`config.mk`:
```
export PLATFORM = sky130hd
export DESIGN_NAME = priv_entry_unit
export DESIGN_NICKNAME = d
export VERILOG_FILES = /design/src/rtl/pentry_pkg.sv /design/src/rtl/pentry_vector.sv /design/src/rtl/pentry_shadow_bank.sv /design/src/rtl/pentry_commit.sv /design/src/rtl/priv_entry_unit.sv
export SDC_FILE = /design/constraint.sdc
export NUM_CORES = 1
export LEC_CHECK = 0
export BUFFER_PORTS_ARGS = -buffer_cell sky130_fd_sc_hd__clkbuf_2
export CAP_MARGIN = 40
export CORE_AREA = 2 2 527 529
export CTS_CLUSTER_DIAMETER = 40
export DETAILED_ROUTE_END_ITERATION = 8
export DIE_AREA = 0 0 529 531
export HOLD_SLACK_MARGIN = 0.08
export PLACE_DENSITY = 0.33
export SLEW_MARGIN = 20
export SYNTH_ARGS = -nofsm -noshare
export SYNTH_HDL_FRONTEND = slang
export SYNTH_SLANG_ARGS = --single-unit
```
`constraint.sdc`:
```
create_clock -name clk_i -period 4.4 [get_ports clk_i]
set_input_delay 0.88 -clock clk_i [delete_from_list [all_inputs] [get_ports clk_i]]
set_output_delay 0.88 -clock clk_i [all_outputs]
set_load 0.01 [all_outputs]
```
`src/rtl/pentry_pkg.sv`:
```
package pentry_pkg;
  localparam int unsigned REG_IDX_W  = 5;
  localparam int unsigned LOW_REG    = 8;
  localparam int unsigned TOP_REG    = 25;

  typedef enum logic [1:0] {
    VEC_PRIV   = 2'd0,
    VEC_UNPRIV = 2'd1,
    VEC_BAD    = 2'd2
  } vec_kind_e;

  // last lane goes to the high register, the rest are contiguous
  function automatic logic [REG_IDX_W-1:0] lane_reg(int unsigned lane, int unsigned lanes);
    if (lane == lanes - 1) return REG_IDX_W'(TOP_REG);
    return REG_IDX_W'(LOW_REG + lane);
  endfunction
endpackage

```
`src/rtl/pentry_vector.sv`:
```
module pentry_vector
  import pentry_pkg::*;
#(
  parameter int unsigned XLEN       = 64,
  parameter int unsigned CODE_W     = 8,
  parameter int unsigned ENTRIES    = 64,
  parameter int unsigned SLOT_BYTES = 64,
  parameter int unsigned UNPRIV_OFS = 32'h2000
) (
  input  logic              clk_i,
  input  logic              rst_ni,
  input  logic [CODE_W-1:0] code_i,
  output vec_kind_e         kind_o,
  output logic [XLEN-1:0]   offset_o
);
  localparam int unsigned IDX_W   = $clog2(ENTRIES);
  localparam int unsigned SLOT_SH = $clog2(SLOT_BYTES);
  localparam int unsigned SEL_BIT = CODE_W - 1;

  logic            bad;
  logic            unpriv;
  logic [XLEN-1:0] slot_ofs;

  generate
    if (SEL_BIT > IDX_W) begin : g_gap
      assign bad = |code_i[SEL_BIT-1:IDX_W];
    end else begin : g_nogap
      assign bad = 1'b0;
    end
  endgenerate

  assign unpriv   = code_i[SEL_BIT];
  assign slot_ofs = XLEN'(code_i[IDX_W-1:0]) << SLOT_SH;

  always_comb begin
    if (bad)         kind_o = VEC_BAD;
    else if (unpriv) kind_o = VEC_UNPRIV;
    else             kind_o = VEC_PRIV;
  end

  assign offset_o = unpriv ? slot_ofs + XLEN'(UNPRIV_OFS) : slot_ofs;

  AST_UNPRIV_ABOVE_BASE: assert property (@(posedge clk_i) disable iff (!rst_ni)
    (kind_o == VEC_UNPRIV) |-> (offset_o >= XLEN'(UNPRIV_OFS)));
  AST_PRIV_BELOW_BASE: assert property (@(posedge clk_i) disable iff (!rst_ni)
    (kind_o == VEC_PRIV) |-> (offset_o < XLEN'(UNPRIV_OFS)));
endmodule

```
`src/rtl/pentry_shadow_bank.sv`:
```
module pentry_shadow_bank #(
  parameter int unsigned XLEN  = 64,
  parameter int unsigned LANES = 8
) (
  input  logic                  clk_i,
  input  logic                  rst_ni,
  input  logic                  swap_i,
  input  logic [LANES*XLEN-1:0] load_i,
  output logic [LANES*XLEN-1:0] shadow_o
);
  generate
    for (genvar k = 0; k < LANES; k++) begin : g_lane
      logic [XLEN-1:0] q;
      always_ff @(posedge clk_i or negedge rst_ni) begin
        if (!rst_ni)     q <= '0;
        else if (swap_i) q <= load_i[k*XLEN +: XLEN];
      end
      assign shadow_o[k*XLEN +: XLEN] = q;
    end
  endgenerate

  AST_SHADOW_LOAD: assert property (@(posedge clk_i) disable iff (!rst_ni)
    swap_i |=> (shadow_o == $past(load_i)));
  AST_SHADOW_HOLD: assert property (@(posedge clk_i) disable iff (!rst_ni)
    !swap_i |=> $stable(shadow_o));
endmodule

```
`src/rtl/pentry_commit.sv`:
```
module pentry_commit
  import pentry_pkg::*;
#(
  parameter int unsigned XLEN       = 64,
  parameter int unsigned SLOT_BYTES = 64
) (
  input  logic            clk_i,
  input  logic            rst_ni,
  input  logic            accept_i,
  input  vec_kind_e       kind_i,
  input  logic [XLEN-1:0] offset_i,
  input  logic [XLEN-1:0] base_i,
  input  logic [XLEN-1:0] pc_i,
  input  logic            mode_i,
  output logic            pc_we_o,
  output logic [XLEN-1:0] pc_wdata_o,
  output logic            exc_addr_we_o,
  output logic [XLEN-1:0] exc_addr_o,
  output logic            mode_set_o,
  output logic            swap_o,
  output logic            exc_clear_o,
  output logic            abort_o
);
  localparam logic [XLEN-1:0] SLOT_MASK = XLEN'(SLOT_BYTES - 1);

  logic take;
  assign take = accept_i && (kind_i != VEC_BAD);

  assign pc_we_o       = take;
  assign pc_wdata_o    = base_i + offset_i;
  assign exc_addr_we_o = take;
  assign exc_addr_o    = pc_i | {{(XLEN-1){1'b0}}, mode_i};
  assign mode_set_o    = take && !mode_i;
  assign swap_o        = take && !mode_i;
  assign exc_clear_o   = take;
  assign abort_o       = accept_i && (kind_i == VEC_BAD);

  AST_VEC_SLOT_ALIGN: assert property (@(posedge clk_i) disable iff (!rst_ni)
    pc_we_o |-> (((pc_wdata_o - base_i) & SLOT_MASK) == '0));
  AST_SAVED_MODE_TAG: assert property (@(posedge clk_i) disable iff (!rst_ni)
    (exc_addr_we_o && mode_i) |-> exc_addr_o[0]);
  AST_NO_SWAP_IN_PRIV: assert property (@(posedge clk_i) disable iff (!rst_ni)
    swap_o |-> !mode_i);
  AST_ABORT_QUIET: assert property (@(posedge clk_i) disable iff (!rst_ni)
    abort_o |-> (!pc_we_o && !swap_o && !exc_clear_o && !exc_addr_we_o));
  AST_CLEAR_NEEDS_ACCEPT: assert property (@(posedge clk_i) disable iff (!rst_ni)
    exc_clear_o |-> accept_i);
  AST_IDLE_QUIET: assert property (@(posedge clk_i) disable iff (!rst_ni)
    !accept_i |-> (!pc_we_o && !mode_set_o && !abort_o && !exc_clear_o));
endmodule

```
`src/rtl/priv_entry_unit.sv`:
```
module priv_entry_unit
  import pentry_pkg::*;
#(
  parameter int unsigned XLEN       = 64,
  parameter int unsigned CODE_W     = 8,
  parameter int unsigned ENTRIES    = 64,
  parameter int unsigned SLOT_BYTES = 64,
  parameter int unsigned UNPRIV_OFS = 32'h2000,
  parameter int unsigned LANES      = 8
) (
  input  logic                        clk_i,
  input  logic                        rst_ni,
  input  logic                        accept_i,
  input  logic [CODE_W-1:0]           code_i,
  input  logic [XLEN-1:0]             pc_i,
  input  logic                        mode_i,
  input  logic [XLEN-1:0]             base_i,
  input  logic [LANES*XLEN-1:0]       arch_rdata_i,
  output logic                        pc_we_o,
  output logic [XLEN-1:0]             pc_wdata_o,
  output logic                        exc_addr_we_o,
  output logic [XLEN-1:0]             exc_addr_o,
  output logic                        mode_set_o,
  output logic                        exc_clear_o,
  output logic                        abort_o,
  output logic                        arch_we_o,
  output logic [LANES*XLEN-1:0]       arch_wdata_o,
  output logic [LANES*REG_IDX_W-1:0]  swap_idx_o
);
  vec_kind_e       kind;
  logic [XLEN-1:0] offset;
  logic            swap;

  pentry_vector #(
    .XLEN(XLEN), .CODE_W(CODE_W), .ENTRIES(ENTRIES),
    .SLOT_BYTES(SLOT_BYTES), .UNPRIV_OFS(UNPRIV_OFS)
  ) u_vector (
    .clk_i(clk_i), .rst_ni(rst_ni), .code_i(code_i),
    .kind_o(kind), .offset_o(offset)
  );

  pentry_commit #(.XLEN(XLEN), .SLOT_BYTES(SLOT_BYTES)) u_commit (
    .clk_i(clk_i), .rst_ni(rst_ni), .accept_i(accept_i),
    .kind_i(kind), .offset_i(offset), .base_i(base_i),
    .pc_i(pc_i), .mode_i(mode_i),
    .pc_we_o(pc_we_o), .pc_wdata_o(pc_wdata_o),
    .exc_addr_we_o(exc_addr_we_o), .exc_addr_o(exc_addr_o),
    .mode_set_o(mode_set_o), .swap_o(swap),
    .exc_clear_o(exc_clear_o), .abort_o(abort_o)
  );

  pentry_shadow_bank #(.XLEN(XLEN), .LANES(LANES)) u_shadow (
    .clk_i(clk_i), .rst_ni(rst_ni), .swap_i(swap),
    .load_i(arch_rdata_i), .shadow_o(arch_wdata_o)
  );

  assign arch_we_o = swap;

  generate
    for (genvar k = 0; k < LANES; k++) begin : g_idx
      assign swap_idx_o[k*REG_IDX_W +: REG_IDX_W] = lane_reg(k, LANES);
    end
  endgenerate

  AST_SWAP_WITH_MODE: assert property (@(posedge clk_i) disable iff (!rst_ni)
    arch_we_o |-> (mode_set_o && pc_we_o));
endmodule

```
==> impl_metrics.ini, run 1 <==
[power_and_ir_drop]
leakagePower_nw = 16.20
power_switching_mw = 6.369
power_density_nw_per_um2 = 571.2
ir_worst_vdd_v = 0.0002561
seqPwrFrac = 0.297
switching_share = 0.3083
power_frac_comb = 0.196
internal_power_mw = 14.29
pwr-share-clk = 0.508

[timing]
max_freq_ghz = 0.2348
hold_viol = 0
finClkSkew_ns = 0
setup_slack_ns = 0.1410
setup_viol = 0
report.final.slew_viol_count = 0
relSlewSlack = 0.3820
period_share = 0.9680
rsz0062_at_grt = no
tns_ns = 0
fin_crit_ns = 4.259
worstMarginPinSlew_ns = 0.9271

[routing]
postRouteWirelength_um = 162200
vias_per_cell = 2.739
drt_pre_antenna_iters = 4
num_vias = 17538
first_iter_violations = 447
detail_route.wl_per_cell_um = 25.33
drc = 0
postRouteAntennaNets = 0

[setup_path]
critPathArrivalTime_ns = 3.38
start_kind = input pin
timing_worst_setup_path_type = input pin to primary output
worst_setup_path_end_kind = primary output
slowest_delay_ns = 0.40
path_cells = clkbuf_2 > ha_1 > inv_1 > fa_1 > or2b_2 > a21oi_2 > buf_4 > o211ai_4 > buf_4 > nor3_1 > xor2_1 > clkbuf_2
critPathMaxFanout = 3
slowest_stage = fa_1
cp_data_required_time_ns = 3.52

[placement]
io_buffers = 1159
dp_hpwl_um = 141000
place_congestion = 0.8756
place_worst_setup_slack_ns = 0.05878

[finish]
synthToLayoutAreaGrowth_pct = 70.16
final_util = 0.1314
drive_above_1_share = 0.7203
largest_reg_flops = 512
regArea_um2 = 12810
n_fill_cell = 31259
mostFrequentLayoutCells = clkbuf_2 (1,158), mux2_2 (512), dfrtp_1 (512), clkbuf_16 (147), buf_4 (41)
finalNetCount = 3305
largest_register = u_shadow.g_lane.q
reg_top3 = u_shadow.g_lane.q: 512 flops
multi_input_area_um2 = 7433
final_common_cell = clkbuf_2

[logic_synthesis]
yosys_warnings = 0
ys_seq_elements = 512
yosysSeqAreaShare = 0.6027
syn_area_um2 = 21260
syn_inst = 1417
synth.area.top_cells = dfrtp_1 (60%), mux2_2 (27%), buf_4 (4.0%)
synth.top_cell.area_share = 0.6027
post_synth_num_cell_types = 50
synth_top_area_cell = dfrtp_1
syn_avg_cell_area_um2 = 15.00

[floorplanning]
fp.dieW_um = 529
fp.dieArea_um2 = 280900
ios = 1338
fp.dieH_um = 531
num_rows = 193
core_um2 = 275300
start_util = 0.07722

[run_status]
status = finished, final reports clean

[run]
maxCapViolations = 0

[global_route]
grt_max_degree = 80
met3_usage = 0.09229
grt_pass1_wl_um = 201400
grt_antenna_before_repair = 168
met2_usage = 0.1829
met1_usage = 0.09872
grt.busiest_layer = met2
grtUsageTotal = 0.1113
grt_pass1_vias = 18672
overflow = 0

[cts]
root_buffer = clkbuf_16
cts_tree = yes
cts.sinks = 512
htree_levels = 4
numCtsBuffers = 144
clk_latency_ns = 0.78
path_clk_slew_ns = 0.04
clockBufferDepth = 4
post_cts_buffers = 0

[worst_hold_path]
hp-class = input pin to async pin
==> layer usage <==
metal,wire length (µm),vias up
li1,-,7446
met1,50040,8345
met2,74570,1203
met3,29660,478
met4,7497,66
met5,414,-
==> stage by stage <==
stage	std cells	hold WS [ns]	power [mW]	instance area [µm²]
2_1_floorplan	1455	0.5512	7.638	21400
4_1_cts	6353	0.1452	21.27	36030
5_1_grt	6365	0.1427	21.82	36070
3_5_place_dp	6106	0.4944	10.46	31260
3_3_place_gp	6106	0.4879	10.45	31260
6_report	6403	0.1361	20.66	36170
==> synth_stat cells, drive strengths merged <==
cell type and number:
or4 3, a31oi 1, fa 1, and2 3, nor4b 1, o22ai 1
dfrtp 512, and3 8, a211oi 1, ha 7, o211a 1, nor3 12
nor2 15, or4b 1, conb 2, mux2 512, buf 162, or2 1
nor2b 3, nand3 14, or2b 2, inv 9, nor4 12, a21oi 8
o22a 1, o21ai 2, nand4 19, nand2b 1, xor2 31, nand2 21
or3 1, a21o 3, o2111ai 1, xnor2 25, clkbuf 12, and4 4
o211ai 4
==> critical path: cells and delay by family <==
kind / cells / cell delay, ns
compound gates: 2 / 0.27
xor+xnor: 1 / 0.35
fa+ha+maj: 2 / 0.61
buf+inv: 5 / 0.67
simple gates: 2 / 0.57
==> what timing repair did <==
item	CTS	global route
setup endpoints to repair	0	3
resized for setup	0	3
hold buffers	0	0
==> power groups by stage <==
stage          clock (mW)  combinational [mW]  sequential [mW]
6_report             10.5                4.04             6.13
2_1_floorplan           0                1.09             6.54
4_1_cts              10.8                4.28             6.14
3_3_place_gp            0                4.29             6.16
3_5_place_dp            0                4.28             6.19
5_1_grt              11.1                4.50             6.25
==> worst paths after layout <==
path	startpoint	end	slack [ns]	depth (start not counted)
setup / recovery	base_i[6]	pc_wdata_o[54]	0.14	12
hold / removal	rst_ni	u_shadow.g_lane[2].q[51]	0.14	1
setup reg to reg	u_shadow.g_lane[1].q[34]	u_shadow.g_lane[1].q[34]	3.57	1
hold reg to reg	u_shadow.g_lane[7].q[52]	u_shadow.g_lane[7].q[52]	0.50	1
max in group asynchronous	rst_ni	u_shadow.g_lane[4].q[12]	3.07	2
min in group clk_i	arch_rdata_i[353]	u_shadow.g_lane[5].q[33]	0.32	2
==> layout make-up <==
type	instances	share of cell area
flip-flops and latches	512	0.3542
multi-input cells	760	0.2055
repair buffers	1218	0.1791
well taps	3607	0.1248
clock buffers	186	0.1113
clock inverters	61	0.02069
diodes	50	0.003459
inverters	9	0.0009340
==> cell families after synthesis <==
kind of cell	after synthesis	synth area share
mux	512	0.2712
fa+ha+maj	8	0.005062
buf+inv	183	0.05539
xor+xnor	56	0.02343
flops	512	0.6027
other cells	2	0.0003533
compound gates	23	0.008182
simple gates	121	0.03361
(Power assumes the default switching activity.)
==> inputs of run 2 (changes only) <==
Settings changed: PLACE_DENSITY 0.33 to 0.35, SYNTH_HIERARCHICAL from default to 1.
Clock period 4.4 ns to 3.78 ns, I/O delays scaled along.
==> run 2 against run 1 <==
The flow now finishes with violations (setup timing). Total power increased by 16%. Sequential share of layout area decreased by 4.6 points. Register-to-register slack got worse by 0.63 ns. Die area unchanged. Critical path depth increased by 1. First-iteration DRC count increased by 20%. Global-route usage decreased by 1.0 points. Critical path type unchanged. Largest cell class unchanged.
==> impl_metrics.ini, run 2 <==
[timing]
setup_viol = 25
report.final.slew_viol_count = 0
relSlewSlack = 0.4357
max_freq_ghz = 0.2401
finClkSkew_ns = 0
hold_viol = 0
fin_crit_ns = 4.165
setup_slack_ns = -0.3852
worstMarginPinSlew_ns = 0.8376
rsz0062_at_grt = yes
period_share = 1.102

[global_route]
grt_pass1_wl_um = 192700
grt_max_degree = 75
overflow = 0
grtUsageTotal = 0.1010
grt_pass1_vias = 21826
grt_antenna_before_repair = 50

[setup_path]
startpoint = base_i[11]
start_kind = input pin
r2r_end = u_shadow/g_lane[2].q[6]
r2r-start = u_shadow/g_lane[2].q[6]
worstRegToRegCells = 1
cp_data_required_time_ns = 3.02
crit_path_end = pc_wdata_o[54]
critPathMaxFanout = 3
r2r_slack_ns = 2.94
worst_setup_path_end_kind = primary output
critPathArrivalTime_ns = 3.41
timing_worst_setup_path_type = input pin to primary output

[logic_synthesis]
synth.top_cell.area_share = 0.5301
syn_inst = 1783
synth_ff_type = dfrtp_1
yosysMostFrequentCell = mux2_2
yosys_warnings = 6
yosysSeqAreaShare = 0.5301
ys_seq_elements = 512
post_synth_num_cell_types = 62
synth_commonest_cells = mux2_2 (513), dfrtp_1 (512), buf_4 (173)
syn_avg_cell_area_um2 = 13.56
synth_edf_count = 0
postSynth.asyncResetShare = 1.000
syn_area_um2 = 24170
synth_top_area_cell = dfrtp_1
synth.area.top_cells = dfrtp_1 (53%), mux2_2 (24%), buf_4 (5.4%)

[cts]
numCtsBuffers = 118
htree_levels = 3
clk_latency_ns = 0.83
path_clk_slew_ns = 0.05
cts_tree = yes
cts.sinks = 512
root_buffer = clkbuf_16
clockBufferDepth = 4

[floorplanning]
fp.dieW_um = 529
ios = 1338
num_rows = 193
fp.dieH_um = 531
start_util = 0.08780
core_um2 = 275300
fp.dieArea_um2 = 280900

[routing]
vias_per_cell = 2.916
drc = 0
postRouteAntennaNets = 0
num_vias = 20435
postRouteWirelength_um = 149800
detail_route.wl_per_cell_um = 21.37
first_iter_violations = 535
drt_pre_antenna_iters = 5

[run_status]
status = finished, violations left
violations = setup timing

[placement]
place_worst_setup_slack_ns = -0.5833
io_buffers = 1171
place_congestion = 0.8480
dp_hpwl_um = 127500

[finish]
reg_top3 = u_shadow/g_lane.q: 512 flops
mostFrequentLayoutCells = clkbuf_2 (1,130), mux2_2 (513), dfrtp_1 (512), dlygate4sd3_1 (202), buf_4 (138)
finalNetCount = 4007
synthToLayoutAreaGrowth_pct = 71.82
drive_above_1_share = 0.6348
final_common_cell = clkbuf_2
largest_reg_flops = 512
largest_register = u_shadow/g_lane.q

[worst_hold_path]
worstHoldStart = arch_rdata_i[379]
hp-class = input pin to flop

[power_and_ir_drop]
ir_worst_vdd_v = 0.0003165
seqPwrFrac = 0.298
leakagePower_nw = 18.80
internal_power_mw = 16.40
power_switching_mw = 7.580
switching_share = 0.3161
total_power_mw = 23.98
power_density_nw_per_um2 = 577.4
pwr-share-clk = 0.456
power_frac_comb = 0.246

[run]
maxCapViolations = 0
## run 2: cell count changes in the layout (fill, tap and decap cells not counted), sizes merged, moves of 28 or more
cell,previous run,this run
a21o,3,31
a21oi,8,66
buf,60,206
clkbuf,1344,1275
conb,40,97
diode,50,12
dlygate4sd3,0,202
ha,7,63
nand2,21,55
o21ai,2,38
## run 2: worst max-delay path, cell delays in order
cell      delay (ns)
buf_8           0.10
ha_4            0.28
nand2_2         0.06
or4_4           0.54
nor4b_4         0.26
or3_4           0.18
o211ai_1        0.09
buf_4           0.17
o21ai_4         0.17
a41oi_4         0.15
o31ai_2         0.23
xor2_1          0.24
buf_2           0.18
## run 2: repair_timing
item                                   CTS  global route
setup buffers                           12            13
gates resized for setup                 92           100
hold buffers                           202             0
pin swaps                               30            28
endpoints found under the hold margin  256             0
setup endpoints to repair               38            33
## run 2: worst min path at each step
stage	to	cells past startpoint	slack (ns)
2_1_floorplan	u_shadow/g_lane[0].q[0]	0	0.46
3_3_place_gp	u_shadow/g_lane[0].q[16]	1	0.49
3_5_place_dp	u_shadow/g_lane[3].q[5]	1	0.49
4_1_cts	u_shadow/g_lane[4].q[25]	2	0.08
5_1_grt	u_shadow/g_lane[1].q[15]	2	0.11
6_report	u_shadow/g_lane[5].q[59]	2	0.18
## run 2: per-stage QoR
step,utilization,cells,TNS [ns],hold slack (ns),instance area (µm²)
after global placement,0.1244,6555,-10.49,0.4896,34240
after CTS,0.1494,6987,-5.027,0.08003,41120
after detailed placement,0.1244,6555,-10.20,0.4948,34240
final,0.1509,7009,-5.319,0.1778,41530
after floorplan,-,1877,-0.08533,0.4604,24580
after global routing,0.1508,7002,-6.890,0.1100,41510
## run 2: power by group through the flow
stage / combinational [mW] / clock, mW / sequential (mW)
after global placement: 5.66 / 0 / 7.20
after detailed placement: 5.62 / 0 / 7.23
after floorplan: 1.94 / 0 / 7.65
after CTS: 5.99 / 11.4 / 7.16
after global routing: 6.38 / 11.6 / 7.29
final: 5.89 / 10.9 / 7.15
## run 2: kinds of logic (layout without fill, tap and decap cells)
| group | Yosys count | after routing | synth area share |
|---|---|---|---|
| AO/OA/AOI/OAI | 202 | 202 | 0.05451 |
| XOR/XNOR | 61 | 61 | 0.02210 |
| adder cells (fa/ha/maj) | 64 | 64 | 0.03344 |
| buffers and inverters | 266 | 1779 | 0.08655 |
| flip-flops | 512 | 512 | 0.5301 |
| multiplexers | 513 | 513 | 0.2390 |
| other | 3 | 109 | 0.0004659 |
| AND/OR/NAND/NOR | 162 | 162 | 0.03385 |
## run 2: area by class of cell
cell class                 instances  area, µm²
fill                           30979     233800
clock buffer                     142       3163
antenna                           12      30.03
timing repair buffer            1541       9552
tap                             3607       4513
sequential                       512      12810
clock inverter                    77       1045
inverter                          19      71.32
multi-input combinational       1099      10340
## run 2: layer usage
layer	global-route usage	wire length (µm)	vias up
met2	0.1813	75260	1012
li1	-	-	9176
met1	0.1026	53700	9976
met4	0.03397	4839	20
met3	0.04683	15820	251
met5	0	137	-
